===== src/rtl/rtc_pkg.sv =====
package rtc_pkg;

  localparam logic [2:0] A_CTRL = 3'd0;
  localparam logic [2:0] A_HOLD = 3'd1;
  localparam logic [2:0] A_TIME = 3'd2;
  localparam logic [2:0] A_CAL  = 3'd3;
  localparam logic [2:0] A_SEC  = 3'd4;
  localparam logic [2:0] A_CMP  = 3'd5;

  typedef struct packed {
    logic [7:0] hr;
    logic [7:0] mn;
    logic [7:0] sc;
  } rtc_time_t;

  typedef struct packed {
    logic [7:0] yr;
    logic [7:0] mo;
    logic [7:0] dy;
    logic [3:0] wd;
  } rtc_cal_t;

  // Add one to a two-digit packed BCD value (caller handles the wrap).
  function automatic logic [7:0] bcd_inc(input logic [7:0] x);
    if (x[3:0] == 4'd9) return {x[7:4] + 4'd1, 4'd0};
    return {x[7:4], x[3:0] + 4'd1};
  endfunction

  function automatic logic [6:0] bcd_to_bin(input logic [7:0] x);
    return 7'(x[7:4]) * 7'd10 + 7'(x[3:0]);
  endfunction

  // Last day of a month, in BCD, for a BCD month and BCD two-digit year.
  function automatic logic [7:0] last_day(input logic [7:0] mo, input logic [7:0] yr);
    logic [6:0] ybin;
    ybin = bcd_to_bin(yr);
    case (mo)
      8'h02:                      return (ybin[1:0] == 2'b00) ? 8'h29 : 8'h28;
      8'h04, 8'h06, 8'h09, 8'h11: return 8'h30;
      default:                    return 8'h31;
    endcase
  endfunction

endpackage


===== src/rtl/rtc_handshake.sv =====
module rtc_handshake #(
  parameter int STAGES = 2
) (
  input  logic clk,
  input  logic rst_n,
  input  logic tick,
  input  logic req,
  output logic sts
);
  logic [STAGES-1:0] sh;

  generate
    if (STAGES == 1) begin : g_single
      always_ff @(posedge clk or negedge rst_n) begin
        if (!rst_n)    sh <= '0;
        else if (tick) sh <= req;
      end
    end else begin : g_chain
      always_ff @(posedge clk or negedge rst_n) begin
        if (!rst_n)    sh <= '0;
        else if (tick) sh <= {sh[STAGES-2:0], req};
      end
    end
  endgenerate

  assign sts = sh[STAGES-1];
endmodule


===== src/rtl/rtc_prescaler.sv =====
module rtc_prescaler #(
  parameter int W = 22
) (
  input  logic         clk,
  input  logic         rst_n,
  input  logic         run,
  input  logic         step,
  input  logic [W-1:0] term,
  output logic         sec_pulse
);
  logic [W-1:0] cnt;
  logic         at_end;

  assign at_end    = (cnt >= term);
  assign sec_pulse = run & step & at_end;

  always_ff @(posedge clk or negedge rst_n) begin
    if (!rst_n)    cnt <= '0;
    else if (!run) cnt <= '0;
    else if (step) cnt <= at_end ? '0 : cnt + W'(1);
  end
endmodule


===== src/rtl/rtc_calendar.sv =====
module rtc_calendar
  import rtc_pkg::*;
(
  input  logic        clk,
  input  logic        rst_n,
  input  logic        tick,
  input  logic        wr_time,
  input  logic        wr_cal,
  input  logic [31:0] wdata,
  output rtc_time_t   tm,
  output rtc_cal_t    cal,
  output logic        ev_day
);
  logic sc_end, mn_end, hr_end, dy_end, mo_end, yr_end, wd_end;
  logic ev_min, ev_hr, ev_mon, ev_yr;

  assign sc_end = (tm.sc == 8'h59);
  assign mn_end = (tm.mn == 8'h59);
  assign hr_end = (tm.hr == 8'h23);
  assign dy_end = (cal.dy == last_day(cal.mo, cal.yr));
  assign mo_end = (cal.mo == 8'h12);
  assign yr_end = (cal.yr == 8'h99);
  assign wd_end = (cal.wd == 4'd6);

  assign ev_min = tick & sc_end;
  assign ev_hr  = ev_min & mn_end;
  assign ev_day = ev_hr & hr_end;
  assign ev_mon = ev_day & dy_end;
  assign ev_yr  = ev_mon & mo_end;

  always_ff @(posedge clk or negedge rst_n) begin
    if (!rst_n) begin
      tm <= '0;
    end else if (wr_time) begin
      tm.hr <= wdata[23:16];
      tm.mn <= wdata[15:8];
      tm.sc <= wdata[7:0];
    end else begin
      if (tick)   tm.sc <= sc_end ? 8'h00 : bcd_inc(tm.sc);
      if (ev_min) tm.mn <= mn_end ? 8'h00 : bcd_inc(tm.mn);
      if (ev_hr)  tm.hr <= hr_end ? 8'h00 : bcd_inc(tm.hr);
    end
  end

  always_ff @(posedge clk or negedge rst_n) begin
    if (!rst_n) begin
      cal.yr <= 8'h00;
      cal.mo <= 8'h01;
      cal.dy <= 8'h01;
      cal.wd <= 4'd0;
    end else if (wr_cal) begin
      cal.yr <= wdata[31:24];
      cal.mo <= wdata[23:16];
      cal.dy <= wdata[15:8];
      cal.wd <= wdata[3:0];
    end else begin
      if (ev_day) cal.wd <= wd_end ? 4'd0 : cal.wd + 4'd1;
      if (ev_day) cal.dy <= dy_end ? 8'h01 : bcd_inc(cal.dy);
      if (ev_mon) cal.mo <= mo_end ? 8'h01 : bcd_inc(cal.mo);
      if (ev_yr)  cal.yr <= yr_end ? 8'h00 : bcd_inc(cal.yr);
    end
  end
endmodule


===== src/rtl/rtc_bcd_core.sv =====
module rtc_bcd_core
  import rtc_pkg::*;
#(
  parameter int SLOW_PER_SEC = 32768,
  parameter int HS_STAGES    = 2,
  parameter int CMP_W        = 22,
  parameter int CMP_RESET    = 32767
) (
  input  logic        clk,
  input  logic        rst_n,
  input  logic        slow_tick,
  input  logic        ref_tick,
  input  logic        reg_wr,
  input  logic [2:0]  reg_addr,
  input  logic [31:0] reg_wdata,
  output logic [31:0] reg_rdata,
  output logic        time_valid,
  output logic        second_pulse
);
  localparam int SPS_W = (SLOW_PER_SEC > 1) ? $clog2(SLOW_PER_SEC) : 1;
  localparam int PRE_W = (SPS_W > CMP_W) ? SPS_W : CMP_W;

  logic             en_req, hold_req, cmp_mode;
  logic [CMP_W-1:0] cmp_val;
  logic             en_sts, hold_sts, running, step, sec_pulse, ev_day;
  logic [PRE_W-1:0] term;
  rtc_time_t        cur_tm;
  rtc_cal_t         cur_cal;
  logic [23:0]      time_word;
  logic [31:0]      cal_word;
  logic             wr_time, wr_cal;

  always_ff @(posedge clk or negedge rst_n) begin
    if (!rst_n) begin
      en_req   <= 1'b0;
      cmp_mode <= 1'b0;
      hold_req <= 1'b0;
      cmp_val  <= CMP_W'(CMP_RESET);
    end else if (reg_wr) begin
      case (reg_addr)
        A_CTRL: begin
          en_req   <= reg_wdata[0];
          cmp_mode <= reg_wdata[2];
        end
        A_HOLD:  hold_req <= reg_wdata[0];
        A_CMP:   cmp_val  <= reg_wdata[CMP_W-1:0];
        default: ;
      endcase
    end
  end

  rtc_handshake #(.STAGES(HS_STAGES)) u_en_hs (
    .clk(clk), .rst_n(rst_n), .tick(slow_tick), .req(en_req), .sts(en_sts));

  rtc_handshake #(.STAGES(HS_STAGES)) u_hold_hs (
    .clk(clk), .rst_n(rst_n), .tick(slow_tick), .req(hold_req), .sts(hold_sts));

  assign running = en_sts & ~hold_sts;
  assign step    = cmp_mode ? ref_tick : slow_tick;
  assign term    = cmp_mode ? PRE_W'(cmp_val) : PRE_W'(SLOW_PER_SEC - 1);

  rtc_prescaler #(.W(PRE_W)) u_pre (
    .clk(clk), .rst_n(rst_n), .run(running), .step(step),
    .term(term), .sec_pulse(sec_pulse));

  assign wr_time = reg_wr & hold_sts & (reg_addr == A_TIME);
  assign wr_cal  = reg_wr & hold_sts & (reg_addr == A_CAL);

  rtc_calendar u_cal (
    .clk(clk), .rst_n(rst_n), .tick(sec_pulse), .wr_time(wr_time),
    .wr_cal(wr_cal), .wdata(reg_wdata), .tm(cur_tm), .cal(cur_cal),
    .ev_day(ev_day));

  assign time_word = {cur_tm.hr, cur_tm.mn, cur_tm.sc};
  assign cal_word  = {cur_cal.yr, cur_cal.mo, cur_cal.dy, 4'h0, cur_cal.wd};

  always_comb begin
    case (reg_addr)
      A_CTRL:  reg_rdata = {29'd0, cmp_mode, en_sts, en_req};
      A_HOLD:  reg_rdata = {30'd0, hold_sts, hold_req};
      A_TIME:  reg_rdata = {8'h00, time_word};
      A_CAL:   reg_rdata = cal_word;
      A_SEC:   reg_rdata = {24'd0, cur_tm.sc};
      A_CMP:   reg_rdata = 32'(cmp_val);
      default: reg_rdata = 32'd0;
    endcase
  end

  assign time_valid   = en_sts & ~hold_req & ~hold_sts;
  assign second_pulse = sec_pulse;
endmodule


===== config.mk =====
export PLATFORM = sky130hd
export DESIGN_NAME = rtc_bcd_core
export DESIGN_NICKNAME = d
export VERILOG_FILES = /design/src/rtl/rtc_pkg.sv /design/src/rtl/rtc_handshake.sv /design/src/rtl/rtc_prescaler.sv /design/src/rtl/rtc_calendar.sv /design/src/rtl/rtc_bcd_core.sv
export SDC_FILE = /design/constraint.sdc
export NUM_CORES = 1
export LEC_CHECK = 0
export ABC_AREA = 1
export BUFFER_PORTS_ARGS = -buffer_cell sky130_fd_sc_hd__buf_2
export CORE_ASPECT_RATIO = 1.75
export CORE_MARGIN = 5
export CORE_UTILIZATION = 50
export CTS_CLUSTER_DIAMETER = 60
export CTS_CLUSTER_SIZE = 12
export DETAILED_ROUTE_END_ITERATION = 10
export GPL_ROUTABILITY_DRIVEN = 0
export PLACE_DENSITY = 0.8
export SKIP_LAST_GASP = 1
export SLEW_MARGIN = 20
export SYNTH_ARGS = -nofsm -noshare
export SYNTH_HDL_FRONTEND = slang
export SYNTH_SLANG_ARGS = --single-unit

===== constraint.sdc =====
create_clock -name clk -period 2.7 [get_ports clk]
set_clock_uncertainty 0.2 [all_clocks]
set_input_delay 0.135 -clock clk [delete_from_list [all_inputs] [get_ports clk]]
set_output_delay 0.135 -clock clk [all_outputs]
set_load 0.05 [all_outputs]

==> summary.txt <==
Worst setup path
  • R2r startpoint: cmp_mode$_DFFE_PN0P_
  • Slowest cell delay on critical path: 0.43 ns
  • R2r endpoint: u_cal.cal[14]$_DFFE_PN0P_
  • Crit. End Element: output port
  • Setup CP Type: register to output port
  • Startpoint Class: register
  • WP data arrival: around 2.4 ns
  • Reg2Reg Setup Slack: about 0.02 ns
  • Slowest cell on crit path: dfrtp_2
  • Required time worst endpoint: 2.37 ns
  • Crit path from: cmp_mode$_DFFE_PN0P_
  • Most numerous cell on the critical path: nand2_1
  • CP Cell Sequence: buf_4 > nand2_1 > ha_1 > nand2_1 > inv_1 > nand2_1 > nand2_1 > a21oi_2 > nand3_2 > nand2_2 > clkinvlp_4 > buf_6 > buf_8
  • Worst path top cell family by delay: buffers and inverters
  • Worst Path Buf+Inv: 5
  • Worst r2r path cells: 17
  • CP Max Fanout: 4

Placed design
  • Placed Area: 7710 sq um
  • Placed Cells: about 1200
  • Port buffer count: 73
  • Detailed Place HPWL: between 15 and 20 mm
  • Setup WS pre-CTS: -0.111 ns

Timing
  • Rel. slew slack: 0.557
  • Final min period: ~2.8 ns
  • Setup_tns: -0.0515 ns
  • Worst Slack Setup Final: -0.0515 ns
  • RSZ-0062 raised after global routing: yes
  • F_max: 363 MHz
  • Hold Violations, Final: 0
  • Setup violations, final: 1
  • Pins over their slew limit: 0
  • Tightest Pin Transition: 0.664 ns
  • Tcrit/Tclk final: 1.02

Cells and area
  • Area Growth Syn to Fin: 24.1%
  • Util after Layout: 0.627
  • Fill cell count: 1170
  • N_diodes: 0
  • Share of layout cells above drive strength 1: 0.204
  • Nets: around 1100
  • Non-Filler Instances: 1243
  • Final instance area: 8680 sq um

Synthesis
  • Post-synth top flop: dfrtp_1
  • Leading area contributor after synthesis: dfrtp_1
  • Yosys reg bits: 103
  • Post-synthesis sequential area ratio: 0.372
  • Area contributors post-synth: dfrtp_1, nand2_1, ha_1
  • EDFF count, synth: 0
  • Most common cell in the synthesized netlist: nand2_1
  • Post-synth top cells: nand2_1, inv_1, dfrtp_1
  • Post-synth top area share: 0.308
  • Syn_area_per_cell: 7.55 sq um
  • Cells after synthesis: slightly above 900
  • Cell area after synthesis: 6990 sq um
  • Ys async rst share: 1.00
  • YS warnings: 0
  • Post-Syn Nets: between 1000 and 1500
  • Distinct cells, synth: between 40 and 50

Clock tree
  • Clk_lat worst skew: 0.36 ns
  • CTS buffer count: 9
  • CTS H-tree lvls: 3
  • CTS root buffer: clkbuf_16
  • CTS tree: built
  • Clock slew at reported path FFs: 0.07 ns
  • Largest buffer count on any clock path: 2
  • Clk sink count: approximately 100

Detailed routing
  • Drt drc: 0
  • Antenna-violating nets left: 0
  • WL per Instance: 17.0 microns
  • Routed via count: between 7000 and 8000
  • Total Wirelength: 21.1 mm
  • DR vias/cell: 5.70
  • Pre-antenna DRT Iters: 5
  • DR iter-0 viols: approximately 390

Floorplanning
  • Die Span X: 99.4 microns
  • # rows: 57
  • Die H: about 170 microns
  • Starting density of the core: 0.506
  • Die area: 16500 sq um
  • I/O pins: 74
  • Core area: approximately 14000 sq um

Global routing
  • First-pass GRT wire length: 33.9 mm
  • Global Route Usage Sum: 0.253
  • Initial antenna violation count: 0
  • Vias in the first global route: 7147
  • GR Overflow Total: 0
  • Largest net degree at the start of global routing: 48

Min path
  • Worst hold path depth: 5
  • Tightest Hold Check Type: input port to register
  • Worst hold start: reg_wdata[23]
  • Hold path endpoint: u_cal.cal[19]$_DFFE_PN0P_

Run status
  • Status: finished, violations left
  • Failing checks: negative setup slack

Pwr
  • P per Cell Area: 562 nW/um^2
  • P_leak: 4.07 nW
  • Worst VDD drop: 0.392 mV

Run
  • Number of max-cap violations: 0
## stage by stage
stage,hold slack [ns],power [mW]
floorplan,-0.361,3.04
global placement,-0.0138,3.41
detailed placement,-0.0131,3.45
CTS,0.0144,4.77
global route,0.0435,5.16
finish,0.0104,4.88
## report_power, final
group	switching, mW	internal [mW]	total (mW)
sequential	0.282	1.83	2.11
combinational	0.947	0.552	1.50
clock	0.638	0.636	1.27
## cell families after synthesis
family                   share of synthesized area
AND/OR/NAND/NOR                              0.265
XOR/XNOR                                    0.0426
AO/OA/AOI/OAI                                0.152
multiplexers                               0.00644
adder cells (fa/ha/maj)                     0.0805
buffers and inverters                       0.0825
flip-flops                                   0.372
## registers in the layout, indices dropped and copies added (netlist names)
| name | flops |
|---|---|
| hold_req | 1 |
| en_req | 1 |
| cmp_mode | 1 |
| u_hold_hs.sh | 2 |
| u_pre.cnt | 22 |
| u_cal.cal | 28 |
| u_en_hs.sh | 2 |
| cmp_val | 22 |
| u_cal.tm | 24 |
## per-layer routing
| layer | GRT usage | up-vias | part of all wire |
|---|---|---|---|
| li1 | - | 3358 | - |
| met1 | 0.258 | 3357 | 0.35 |
| met2 | 0.462 | 269 | 0.54 |
| met3 | 0.0385 | 104 | 0.043 |
| met4 | 0.169 | 0 | 0.066 |
| met5 | 0 | - | 0 |
## layout make-up
cell class	instances	area (sq um)	share of cell area
Timing Repair inverter	1	8.76	0.00101
Timing Repair Buffer	142	1020	0.117
Multi-Input combinational cell	673	4050	0.466
Clock inverter	7	55.1	0.00634
Inverter	131	508	0.0585
Sequential cell	103	2600	0.300
Tap cell	177	221	0.0255
Clock buffer	9	225	0.0259
## worst register-to-register path: stages, from the launching register on
cell and delay, ns:
dfrtp_2 0.43, buf_8 0.15, inv_6 0.09, nor2_1 0.05
ha_1 0.28, nand2_2 0.06, nor2_1 0.18, o21ai_2 0.08
nand2_1 0.08, nand2_1 0.07, nand3_2 0.10, buf_4 0.13
nand4_4 0.08, o21bai_4 0.20, buf_12 0.15, nand2_2 0.10
nand2_1 0.08, o21ai_1 0.06
## repair_timing
item / 4_1_cts / 5_1_grt
setup buffers: 5 / 3
resized for setup: 11 / 58
endpoints found under the setup margin: 38 / 55
hold buffers: 33 / 0
endpoints found under the hold margin: 98 / 0
gates cloned: 1 / 0
pin swaps: 1 / 25
## placed cells by master, fill, tap and decap left out, types with 5 or more instances in the layout
cell type | synthesis | layout
buf_2 | 2 | 71
o21ai_0 | 76 | 71
ha_1 | 45 | 39
xnor2_1 | 10 | 10
nand2_4 | 1 | 5
nor2_1 | 70 | 57
nand3_1 | 69 | 67
dfrtp_1 | 86 | 85
a21oi_1 | 17 | 16
clkbuf_16 | 0 | 9
o22ai_1 | 29 | 29
inv_2 | 10 | 10
nand2_1 | 223 | 217
dfstp_2 | 17 | 17
o221ai_1 | 19 | 19
xor2_1 | 24 | 24
nand4_1 | 16 | 16
o21ai_1 | 9 | 12
nand3_2 | 4 | 5
buf_4 | 3 | 31
nand2_2 | 4 | 6
o211ai_1 | 10 | 10
nor2_2 | 6 | 8
dlygate4sd3_1 | 0 | 33
inv_1 | 121 | 119
ha_4 | 0 | 6
nor3_1 | 8 | 8
nor2_4 | 4 | 15
## worst max path at each step
stage,to,slack [ns],cells past startpoint
2_1_floorplan,u_cal.tm[15]$_DFFE_PN0P_,0.007,17
3_3_place_gp,u_cal.tm[13]$_DFFE_PN0P_,-0.0003,16
3_5_place_dp,u_cal.tm[15]$_DFFE_PN0P_,-0.11,16
4_1_cts,u_cal.cal[27]$_DFFE_PN0P_,0.002,16
5_1_grt,u_cal.cal[18]$_DFFE_PN0P_,-0.14,17
6_report,second_pulse,-0.05,13
Note: power is estimated with default switching activity, not from simulation.
